**config.mk**
```make
export PLATFORM = sky130hd
export DESIGN_NAME = phy_mgmt_resp
export DESIGN_NICKNAME = d
export VERILOG_FILES = /design/src/rtl/phy_mgmt_pkg.sv /design/src/rtl/phy_mgmt_decode.sv /design/src/rtl/phy_mgmt_regs.sv /design/src/rtl/phy_mgmt_resp.sv
export SDC_FILE = /design/constraint.sdc
export NUM_CORES = 1
export LEC_CHECK = 0
export BUFFER_PORTS_ARGS = -buffer_cell sky130_fd_sc_hd__buf_2
export CORE_MARGIN = 3
export CORE_UTILIZATION = 30
export CTS_CLUSTER_DIAMETER = 200
export DETAILED_ROUTE_END_ITERATION = 10
export PLACE_DENSITY_LB_ADDON = 0.1
export RECOVER_POWER = 100
export SLEW_MARGIN = 10
export SYNTH_ARGS = -nofsm -noshare
export SYNTH_HDL_FRONTEND = slang
export SYNTH_SLANG_ARGS = --single-unit
```
**constraint.sdc**
```tcl
create_clock -name clk -period 1.6 [get_ports clk]
set_input_delay 0.08 -clock clk [delete_from_list [all_inputs] [get_ports clk]]
set_output_delay 0.08 -clock clk [all_outputs]
set_load 0.005 [all_outputs]
```
**src/rtl/phy_mgmt_pkg.sv**
```systemverilog
package phy_mgmt_pkg;

    localparam int REG_W  = 16;
    localparam int RNUM_W = 4;
    localparam int ADDR_W = 4;

    // Command word field positions
    localparam int CMD_ADDR_LSB = 12;
    localparam int CMD_RNUM_LSB = 4;
    localparam int CMD_WR_BIT   = 1;

    typedef enum logic [RNUM_W-1:0] {
        PREG_CTRL    = 4'd0,
        PREG_STATUS  = 4'd1,
        PREG_ID_HI   = 4'd2,
        PREG_ID_LO   = 4'd3,
        PREG_ADV     = 4'd4,
        PREG_PARTNER = 4'd5
    } preg_e;

    typedef struct packed {
        logic              valid;  // command accepted for this PHY
        logic              wr;     // 1 = write, 0 = read
        logic [RNUM_W-1:0] rnum;
    } pcmd_t;

    localparam logic [REG_W-1:0] CTRL_DEFAULT  = 16'h3100;
    localparam logic [REG_W-1:0] CTRL_WR_CLEAR = 16'h8200;
    localparam int               CTRL_RST_BIT  = 15;
    localparam logic [REG_W-1:0] STATUS_BASE   = 16'hFE28;
    localparam int               STATUS_LINK   = 2;
    localparam logic [REG_W-1:0] ID_HI_VALUE   = 16'h0044;
    localparam logic [REG_W-1:0] ID_LO_VALUE   = 16'h1400;
    localparam logic [REG_W-1:0] PARTNER_VALUE = 16'h0DE0;

    function automatic logic [REG_W-1:0] status_word(input logic link);
        logic [REG_W-1:0] s;
        s = STATUS_BASE;
        s[STATUS_LINK] = link;
        return s;
    endfunction

endpackage

```
**src/rtl/phy_mgmt_decode.sv**
```systemverilog
module phy_mgmt_decode
    import phy_mgmt_pkg::*;
#(
    parameter int DATA_W = 32,
    parameter logic [ADDR_W-1:0] PHY_ADDR = '0
) (
    input  logic              cmd_we,
    input  logic [DATA_W-1:0] cmd_word,
    output pcmd_t             cmd
);
    logic [ADDR_W-1:0] addr_f;

    always_comb begin
        addr_f    = cmd_word[CMD_ADDR_LSB +: ADDR_W];
        cmd.valid = cmd_we && (addr_f == PHY_ADDR);
        cmd.wr    = cmd_word[CMD_WR_BIT];
        cmd.rnum  = cmd_word[CMD_RNUM_LSB +: RNUM_W];
    end
endmodule

```
**src/rtl/phy_mgmt_regs.sv**
```systemverilog
module phy_mgmt_regs
    import phy_mgmt_pkg::*;
(
    input  logic             clk,
    input  logic             rst,
    input  logic             link_up_i,
    input  pcmd_t            cmd,
    input  logic [REG_W-1:0] wdata,
    output logic [REG_W-1:0] rdata
);
    logic [REG_W-1:0] ctrl_q;
    logic [REG_W-1:0] adv_q;
    logic             link_q;

    always_ff @(posedge clk) begin
        if (rst) begin
            ctrl_q <= CTRL_DEFAULT;
            adv_q  <= '0;
            link_q <= 1'b0;
        end else begin
            link_q <= link_up_i;
            if (cmd.valid && cmd.wr) begin
                case (cmd.rnum)
                    PREG_CTRL: begin
                        if (wdata[CTRL_RST_BIT])
                            ctrl_q <= CTRL_DEFAULT;
                        else
                            ctrl_q <= wdata & ~CTRL_WR_CLEAR;
                    end
                    PREG_ADV: adv_q <= wdata;
                    default: ;
                endcase
            end
        end
    end

    always_comb begin
        case (cmd.rnum)
            PREG_CTRL:    rdata = ctrl_q;
            PREG_STATUS:  rdata = status_word(link_q);
            PREG_ID_HI:   rdata = ID_HI_VALUE;
            PREG_ID_LO:   rdata = ID_LO_VALUE;
            PREG_ADV:     rdata = adv_q;
            PREG_PARTNER: rdata = PARTNER_VALUE;
            default:      rdata = '0;
        endcase
    end
endmodule

```
**src/rtl/phy_mgmt_resp.sv**
```systemverilog
module phy_mgmt_resp
    import phy_mgmt_pkg::*;
#(
    parameter int DATA_W = 32,
    parameter logic [ADDR_W-1:0] PHY_ADDR = '0
) (
    input  logic              clk,
    input  logic              rst,
    input  logic              link_up_i,
    input  logic              cmd_we,
    input  logic [DATA_W-1:0] cmd_wdata,
    output logic [DATA_W-1:0] cmd_rdata,
    input  logic              data_we,
    input  logic [DATA_W-1:0] data_wdata,
    output logic [DATA_W-1:0] data_rdata
);
    localparam int PAD_W = DATA_W - REG_W;

    pcmd_t             cmd;
    logic [REG_W-1:0]  reg_rdata;
    logic [DATA_W-1:0] cmd_q;
    logic [DATA_W-1:0] data_q;

    phy_mgmt_decode #(.DATA_W(DATA_W), .PHY_ADDR(PHY_ADDR)) u_dec (
        .cmd_we   (cmd_we),
        .cmd_word (cmd_wdata),
        .cmd      (cmd)
    );

    phy_mgmt_regs u_regs (
        .clk       (clk),
        .rst       (rst),
        .link_up_i (link_up_i),
        .cmd       (cmd),
        .wdata     (data_q[REG_W-1:0]),
        .rdata     (reg_rdata)
    );

    always_ff @(posedge clk) begin
        if (rst) begin
            cmd_q  <= '0;
            data_q <= '0;
        end else begin
            if (cmd_we)
                cmd_q <= {cmd_wdata[DATA_W-1:1], 1'b0};
            if (cmd.valid && !cmd.wr)
                data_q <= {{PAD_W{1'b0}}, reg_rdata};
            else if (data_we)
                data_q <= data_wdata;
        end
    end

    assign cmd_rdata  = cmd_q;
    assign data_rdata = data_q;
endmodule

```
After elaboration in Yosys (flattened, before gate mapping)
Index checks and enable logic that the tools add are counted.
{"block": "totals", "inputBits": 69, "output_inout_bits": 64, "elab_cells": 25, "regBits": 96}
{"block": "op_classes", "n_eq_ne": 5, "muxes": 4, "n_reduce_logical": 10}
{"cell": "16-bit case mux with 6 select lines", "n": 1}
{"cell": "16-bit two-way mux", "n": 2}
{"cell": "15-bit two-way mux", "n": 1}
{"cell": "4-bit by 2-bit == test with 1-bit output, second input constant", "n": 2}
{"cell": "4-bit by 3-bit == test with 1-bit output, second input constant", "n": 2}
{"cell": "4-bit logical NOT", "n": 2}
{"cell": "4-bit by 1-bit == test with 1-bit output, second input constant", "n": 1}
{"cell": "2-bit AND reduction", "n": 2}
{"cell": "1-bit logical AND", "n": 3}
{"cell": "2-bit nonzero test", "n": 1}
{"cell": "2-bit OR reduction", "n": 1}
{"cell": "1-bit logical NOT", "n": 1}

Longest topological paths before layout
Gate-level depths: netlist of run 1.
{"block": "depth", "ltp_word": 4, "mapped_depth": 7, "mapped_depth_nobuf": 4}

Cells and area by module
From an unflattened synthesis of run 1, not the netlist that was laid out.
{"block": "hier_totals", "hier_cells": 438, "hier_area_um2": 4375.4}
{"module": "phy_mgmt_resp", "area_each_um2": 2620.0, "cells_per_inst": 231, "instances": 1, "seq_area_each_um2": 1261.2}
{"module": "phy_mgmt_regs", "area_each_um2": 1699.1, "cells_per_inst": 200, "instances": 1, "seq_area_each_um2": 620.6}
{"module": "phy_mgmt_decode", "area_each_um2": 56.3, "cells_per_inst": 7, "instances": 1, "seq_area_each_um2": 0.0}

Worst setup path after synthesis of run 1
OpenSTA, ideal clock, no wires.
{"block": "synth_path", "kind": "in2reg", "startpoint": "in cmd_wdata[5]", "endpoint": "reg u_regs.adv_q[5]", "t_required_ns": 1.468, "n_path_buf": 2, "cell_stages": 6, "setup_time_ns": 0.132, "t_arrival_ns": 1.085, "setup_slack_ns": 0.383, "cell_sequence": "buf_6 -> nor4b_4 -> nand4b_1 -> buf_2 -> nand2_1 -> a21oi_1"}
{"block": "synth_via", "elab_chain_cells": 2}
{"element": "start: declaration", "line_no": "phy_mgmt_resp.sv:11", "text": "input logic [DATA_W-1:0] cmd_wdata,"}
{"element": "4-bit by 3-bit == test with 1-bit output", "line_no": "phy_mgmt_regs.sv:23", "text": "case (cmd.rnum)"}
{"element": "2-bit AND reduction (no source line)"}
{"element": "end signal: assignment", "line_no": "phy_mgmt_regs.sv:30", "text": "PREG_ADV: adv_q <= wdata;"}
{"element": "end: declaration", "line_no": "phy_mgmt_regs.sv:12", "text": "logic [REG_W-1:0] adv_q;"}
No other way between the ends.
A chain may end at the register's enable or synchronous reset.

Final worst setup path of run 1
{"block": "layout_path", "startpoint": "reg data_q[15], in the netlist data_rdata[15]", "endpoint": "out data_rdata[15]"}
{"element": "start: declaration", "line_no": "phy_mgmt_resp.sv:22", "text": "logic [DATA_W-1:0] data_q;"}
{"element": "start signal: assignment", "line_no": "phy_mgmt_resp.sv:47", "text": "data_q <= {{PAD_W{1'b0}}, reg_rdata};"}
{"element": "start signal: assignment", "line_no": "phy_mgmt_resp.sv:49", "text": "data_q <= data_wdata;"}
{"element": "end: declaration", "line_no": "phy_mgmt_resp.sv:15", "text": "output logic [DATA_W-1:0] data_rdata"}
No word-level cell between the ends.

==> results by group, run 1 <==
Placed design
  – Number of port buffers: 130
  – Pre-CTS WS: about 170 ps
  – Post-detailed-placement half-perimeter wirelength: between 6000 and 7000 um
  – Final Wtd Congestion: 0.734

STA
  – Max Fclk: 0.828 GHz
  – Final setup fails: 0
  – Fin. Hold Viols: 0
  – RSZ-0062 raised after global routing: no
  – Final worst-path cycle share: 0.755
  – Min Tclk post-route: 1210 ps
  – Final worst clock skew: 4.48 ps
  – Final setup margin: roughly 390 ps
  – Worst-Margin Slew: slightly above 1000 ps
  – Max transition margin: 0.325
  – Final Max Tran Viols: 0
  – Final Hold Slack: 13.0 ps
  – Sum of negative setup slack: 0 ps

Worst hold path
  – Hold_sp: cmd_wdata[15]
  – Hold crit path type: in2reg

Yosys
  – Netlist Area Pre-Place: approximately 3900 um2
  – Register bit count reported by yosys: 94
  – Ys Warns: 0
  – Yosys cell types: 31
  – Synth async-reset ratio: 0
  – Mapped Cells: 422
  – Seq/Total Area, Yosys: 0.486
  – EDFF count, synth: 0
  – Net Count, Synth: between 400 and 500
  – Dominant register cell in the synthesized netlist: dfxtp_1
  – Avg Cell Area, Syn: 9.18 um2

GRT
  – Vias in the first global route: 3433
  – GR peak layer: met2
  – Largest net degree at the start of global routing: between 80 and 90
  – GR Util met1: 0.203
  – Global Route Usage Sum: 0.153
  – Initial antenna violation count: 0
  – GR met2 Demand/Resource: 0.243
  – Met3 usage in global routing: 0.0311
  – GR Overflow Total: 0
  – First-pass GRT wire length: approximately 18000 um

Critical path
  – Worst path max stage delay: 350 ps
  – CP Launch Point: data_rdata[15]
  – Worst R2R Start: data_rdata[15]
  – Kind of critical path: reg2out
  – CP endpoint kind: output port
  – Worst-path maximum fanout: 6
  – CP arrival: 1130 ps
  – Slowest-stage cell, CP: dfxtp_1
  – Most frequent cell on the critical path: clkbuf_1
  – Startpoint Class: flop
  – Critical Path RT: 1520 ps
  – Crit-path cells: clkbuf_1 -> clkbuf_1

Clock tree
  – H-tree levels: 3
  – Clk_lat worst skew: 340 ps
  – CTS Root Cell: clkbuf_16
  – CTS Buffer Depth: 2
  – Cts bufs inserted: 9
  – Reg clk slew, reported paths: ~60 ps
  – Post-CTS setup buffer count: 0
  – Clock sink count: 94
  – TritonCTS clock tree: done

Power and ir drop
  – Net Sw Frac: 0.225
  – Clock group share of total power: 0.432
  – Peak VDD IR: 461 uV
  – Sequential power share: 0.455
  – Int Power: roughly 4300 uW
  – Pleak: 0.00236 uW
  – Total power per unit cell area: 1020 nW/um2
  – Switching power: approximately 1200 uW
  – Logic gate share of total power: 0.112

Layout
  – Layout cells sized above 1: 0.225
  – Area delta synth->final: 39.3%
  – Layout Nets: 651
  – Commonest non-fill, non-tap cell in the layout: buf_2
  – Fillers: 1236
  – # diodes: 0
  – Commonest cells after routing, fill and taps aside: buf_2, dfxtp_1, mux2i_1, nor2_1, nand2_1

Route
  – Final ANT Viol Nets: 0
  – DR vias: 3483
  – Initial DRT Pass Iterations: 4
  – WL/cell: 14.3 um
  – Routed vias/inst: 4.61
  – Drt drc: 0
  – Detailed Route Iter0 Violations: 139
  – Final WL: about 11000 um

Floorplanning
  – Starting Density: 0.315
  – Core area: 12300 um2
  – Die Y: around 120 um
  – Die Area: 14300 um2
  – Die X: roughly 120 um
  – I/O pins: 133
  – Row cnt: 40

Flow run
  – Max-cap violations: 0

Status
  – Outcome: complete, no violations
flip-flops by register name (all words and copies together) (netlist names):
| signal | cells |
|---|---|
| u_regs.adv_q | 16 |
| data_rdata | 32 |
| u_regs.link_q | 1 |
| cmd_rdata | 31 |
| u_regs.ctrl_q | 14 |
final cells by class:
type,instances,area [um2],share of cell area
Clock buffer,13,270,0.0501
Inverter,1,3.75,0.000696
Sequential cell,94,1880,0.349
Multi-Input combinational cell,291,1810,0.335
Tap cell,168,210,0.0390
Clock inverter,3,65.1,0.0121
Timing Repair Buffer,185,1160,0.215
kinds of logic after synthesis:
| logic type | after synthesis | synth area share |
|---|---|---|
| buf+inv | 37 | 0.0452 |
| other cells | 1 | 0.000968 |
| mux | 66 | 0.171 |
| compound gates | 75 | 0.111 |
| simple gates | 149 | 0.186 |
| flops | 94 | 0.486 |
cell usage after synthesis, types with 3 or more instances:
| cell type | n | area [um2] |
|---|---|---|
| mux2i_1 | 64 | 641 |
| nor2b_1 | 4 | 25.0 |
| clkbuf_1 | 20 | 75.1 |
| nand2_1 | 49 | 184 |
| o21a_1 | 3 | 22.5 |
| nand3b_1 | 18 | 135 |
| dfxtp_1 | 94 | 1880 |
| a21oi_1 | 36 | 180 |
| nor2_1 | 63 | 236 |
| a211oi_1 | 11 | 82.6 |
| a211o_1 | 4 | 35.0 |
| nor3_1 | 3 | 15.0 |
| buf_2 | 11 | 55.1 |
| nor4_1 | 3 | 18.8 |
| o21ai_0 | 18 | 90.1 |
stage by stage:
step                instances  total power, uW  utilization  instance area, um2
floorplan                 422             2840            -                3870
global placement          700             3110        0.385                4730
detailed placement        700             3120        0.385                4730
CTS                       755             5580        0.443                5460
global route              755             5720        0.438                5400
finish                    755             5490        0.438                5400
power by group through the flow:
stage                     Combinational [uW]  Sequential (uW)  Clock [uW]
after floorplan                          287             2550           0
after global placement                   562             2550           0
after detailed placement                 568             2550           0
after CTS                                641             2500        2440
after global routing                     684             2510        2530
final                                    617             2500        2380
critical path: cells and delay by family, from the launching register on:
kind	cells	cell delay, ps
buf+inv	2	440
flops	1	350
metal layers:
metal | vias to the layer above | share of wire
li1 | 1760 | -
met1 | 1598 | 0.48
met2 | 111 | 0.45
met3 | 14 | 0.054
met4 | 0 | 0.018
met5 | - | 0
timing repair:
item	in CTS	in global routing
resized for setup	0	1
endpoints found under the hold margin	39	0
setup endpoints to repair	0	2
hold buffers	39	0
worst paths after layout:
| path | depth (start not counted) | endpoint | slack [ps] |
|---|---|---|---|
| setup / recovery | 2 | data_rdata[15] | 390 |
| setup reg to reg | 3 | u_regs.ctrl_q[2] | 450 |
| hold reg to reg | 2 | u_regs.adv_q[7] | 450 |
| hold / removal | 3 | cmd_rdata[15] | 10 |
No activity file was read; power rests on OpenSTA's default activity.
==> inputs of run 2 (changes only) <==
- ABC_AREA: not set -> 1
- clock period: 1.6 -> 1.05 ns (I/O delays scaled with it)
==> run 2 against run 1 <==
Net effect: count of clock-buffer cells in the layout unchanged; setup slack worse by 330 ps; sequential share of layout area fell by 1.9 points; clock power up 53%; critical path depth down 1; synthesized cell count is 26% higher; hold slack got worse by 3.2 ps; critical endpoint is now data_rdata[5].
==> results by group, run 2 <==
Clock tree
  – TritonCTS clock tree: done (unchanged)
  – Clock sink count: 94 (unchanged)
  – Clk_lat worst skew: 340 ps (about the same)
  – Post-CTS setup buffer count: 0 (unchanged)
  – CTS Root Cell: clkbuf_16 (unchanged)
  – CTS Buffer Depth: 2 (unchanged)
  – Reg clk slew, reported paths: 60 ps (about the same)
  – H-tree levels: 3 (unchanged)
  – Cts bufs inserted: 9 (unchanged)

Yosys
  – Seq/Total Area, Yosys: 0.482 (was 0.486)
  – Ys Warns: 0 (unchanged)
  – Dominant register cell in the synthesized netlist: dfxtp_1 (unchanged)
  – Yosys cell types: 24 (was 31)
  – Register bit count reported by yosys: 94 (unchanged)
  – Cell accounting for the most synthesized area: dfxtp_1 (unchanged)
  – Avg Cell Area, Syn: 7.37 um2 (was 9.18 um2)
  – Count leader, synth: nor2_1 (was dfxtp_1)
  – Mapped Cells: 530 (was 422)
  – Synth area leaders: dfxtp_1, nor2_1, nand2_1 (was dfxtp_1, mux2i_1, nor2_1)
  – Netlist Area Pre-Place: 3910 um2 (was 3870 um2)
  – Net Count, Synth: 599 (was 491)
  – Post-synth top area share: 0.482 (was 0.486)
  – Synth async-reset ratio: 0 (unchanged)
  – EDFF count, synth: 0 (unchanged)
  – Top cells by count, synth: nor2_1, nand2_1, dfxtp_1 (was dfxtp_1, mux2i_1, nor2_1)

Layout
  – Commonest cells after routing, fill and taps aside: nor2_1, nand2_1, dfxtp_1, buf_2, dlygate4sd3_1 (was buf_2, dfxtp_1, mux2i_1, nor2_1, nand2_1)
  – Commonest non-fill, non-tap cell in the layout: nor2_1 (was buf_2)
  – Area delta synth->final: 46.3% (was 39.3%)
  – Max reg flops: 32 (unchanged)
  – # diodes: 0 (unchanged)
  – Layout Nets: 791 (was 651)
  – Layout Cells excl Fill: 899 (was 755)
  – Layout cells sized above 1: 0.213 (was 0.225)

Critical path
  – CP Depth: 1 (was 2)
  – End of the worst register-to-register path: data_rdata[2] (was u_regs.ctrl_q[2])
  – Startpoint Class: flop (unchanged)
  – Reg2reg setup slack: 200 ps (was 450 ps)
  – CP arrival: 930 ps (was 1130 ps)
  – CP endpoint: data_rdata[5] (was data_rdata[15])
  – Critical Path RT: 1000 ps (was 1520 ps)
  – Reg2Reg Depth: 4 (was 3)
  – Slowest-stage cell, CP: dfxtp_1 (unchanged)
  – Critical path's top delay family: flip-flops (was buffers and inverters)
  – CP endpoint kind: output port (unchanged)
  – Crit-path cells: clkbuf_1 (was clkbuf_1 -> clkbuf_1)
  – Worst path max stage delay: 430 ps (was 350 ps)
  – Worst-path maximum fanout: 4 (was 6)
  – CP Launch Point: data_rdata[5] (was data_rdata[15])
  – Bufs and invs on worst path: 1 (was 2)
  – Kind of critical path: reg2out (unchanged)
  – Worst R2R Start: u_regs.link_q (was data_rdata[15])

Floorplanning
  – Die X: 120 um (about the same)
  – Row cnt: 41 (was 40)
  – Core area: 12700 um2 (was 12300 um2)
  – Starting Density: 0.308 (was 0.315)
  – Die Y: 120 um (about the same)
  – Die Area: 14400 um2 (was 14300 um2)
  – I/O pins: 133 (unchanged)

Placed design
  – Post-detailed-placement half-perimeter wirelength: 8270 um (was 6840 um)
  – Pre-CTS WS: -278 ps (was 171 ps)
  – DP Cell Count: 831 (was 700)
  – Final Wtd Congestion: 0.763 (was 0.734)
  – Number of port buffers: 130 (unchanged)

Route
  – Detailed Route Iter0 Violations: 185 (was 139)
  – Routed vias/inst: 4.60 (was 4.61)
  – Initial DRT Pass Iterations: 5 (was 4)
  – WL/cell: 13.6 um (was 14.3 um)
  – Drt drc: 0 (unchanged)
  – Met3 Wirelength: 638 um (was 587 um)
  – M1 WL: 5380 um (was 5140 um)
  – Routed length on met2: 6050 um (was 4860 um)
  – Top Metal Used: met4 (unchanged)
  – Final WL: 12200 um (was 10800 um)
  – DR vias: 4133 (was 3483)
  – Final ANT Viol Nets: 0 (unchanged)

STA
  – RSZ-0062 raised after global routing: no (unchanged)
  – Max Fclk: 1.01 GHz
  – Final worst-path cycle share: 0.938
  – Final worst clock skew: 4.26 ps (was 4.48 ps)
  – Fin. Hold Viols: 0 (unchanged)
  – Final Hold Slack: 9.77 ps (was 13.0 ps)
  – Final Max Tran Viols: 0 (unchanged)
  – Min Tclk post-route: 985 ps
  – Sum of negative setup slack: 0 ps (unchanged)
  – Final setup margin: 64.8 ps (was 392 ps)
  – Final setup fails: 0 (unchanged)

Flow run
  – Max-cap violations: 0 (unchanged)

GRT
  – Largest net degree at the start of global routing: 40 (was 83)
  – Global Route Usage Sum: 0.173 (was 0.153)
  – Vias in the first global route: 4138 (was 3433)
  – First-pass GRT wire length: 20100 um (was 17500 um)
  – GR Overflow Total: 0 (unchanged)
  – Initial antenna violation count: 0 (unchanged)

Power and ir drop
  – Int Power: 6550 uW (was 4260 uW)
  – Peak VDD IR: 1030 uV (was 461 uV)
  – Switching power: 2000 uW (was 1240 uW)
  – Total power per unit cell area: 1500 nW/um2 (was 1020 nW/um2)
  – Logic gate share of total power: 0.124 (was 0.112)
  – Net Sw Frac: 0.234 (was 0.225)
  – Pleak: 0.00255 uW (was 0.00236 uW)
  – Clock group share of total power: 0.427 (was 0.432)
  – Sequential power share: 0.449 (was 0.455)

Worst hold path
  – Hold crit path type: in2reg (unchanged)

Status
  – Outcome: complete, no violations (unchanged)
[run 2: cells by family after synthesis]
group           after synthesis  synth area share
compound gates              127             0.165
buf+inv                      52            0.0624
flops                        94             0.482
other cells                   1          0.000960
simple gates                256             0.290
[run 2: final cells by class]
class | count | area (um2)
clock inverters | 3 | 65.1
flip-flops and latches | 94 | 1880
fillers | 1307 | 6950
well taps | 172 | 215
repair buffers | 217 | 1450
clock buffers | 13 | 270
inverters | 16 | 60.1
multi-input cells | 384 | 1770
[run 2: worst min-delay path by stage]
stage,start,to,slack [ps],cells past startpoint
2_1_floorplan,rst,u_regs.link_q,120,1
3_3_place_gp,link_up_i,u_regs.link_q,260,3
3_5_place_dp,link_up_i,u_regs.link_q,260,3
4_1_cts,data_wdata[4],data_rdata[4],1,3
5_1_grt,data_wdata[3],data_rdata[3],3,3
6_report,data_wdata[4],data_rdata[4],10,3
[run 2: routing by layer]
| layer | up-vias | track usage |
|---|---|---|
| li1 | 2119 | - |
| met1 | 1902 | 0.207 |
| met2 | 100 | 0.298 |
| met3 | 12 | 0.0533 |
| met4 | 0 | 0.0523 |
| met5 | - | 0 |
[run 2: repair_timing]
action | 4_1_cts | 5_1_grt
hold buffers | 52 | 0
endpoints found under the hold margin | 53 | 0
gates resized for setup | 0 | 3
endpoints found under the setup margin | 0 | 4
[run 2: tightest hold or removal path, cell delays in order]
cell and delay [ps]:
buf_2 70, o21ai_0 60, a21oi_1 130
[run 2: per-stage QoR]
stage,area (um2),utilization,power [uW]
after CTS,5800,0.457,8710
after detailed placement,4940,0.390,4870
after global placement,4940,0.390,4850
after floorplan,3910,-,4330
after global routing,5720,0.451,8950
final,5720,0.451,8550
[run 2: power groups by stage]
stage | logic (uW) | registers [uW] | clock network (uW)
final | 1060 | 3840 | 3650
after global routing | 1190 | 3850 | 3910
after CTS | 1110 | 3830 | 3770
after detailed placement | 955 | 3910 | 0
after global placement | 943 | 3910 | 0
after floorplan | 422 | 3910 | 0
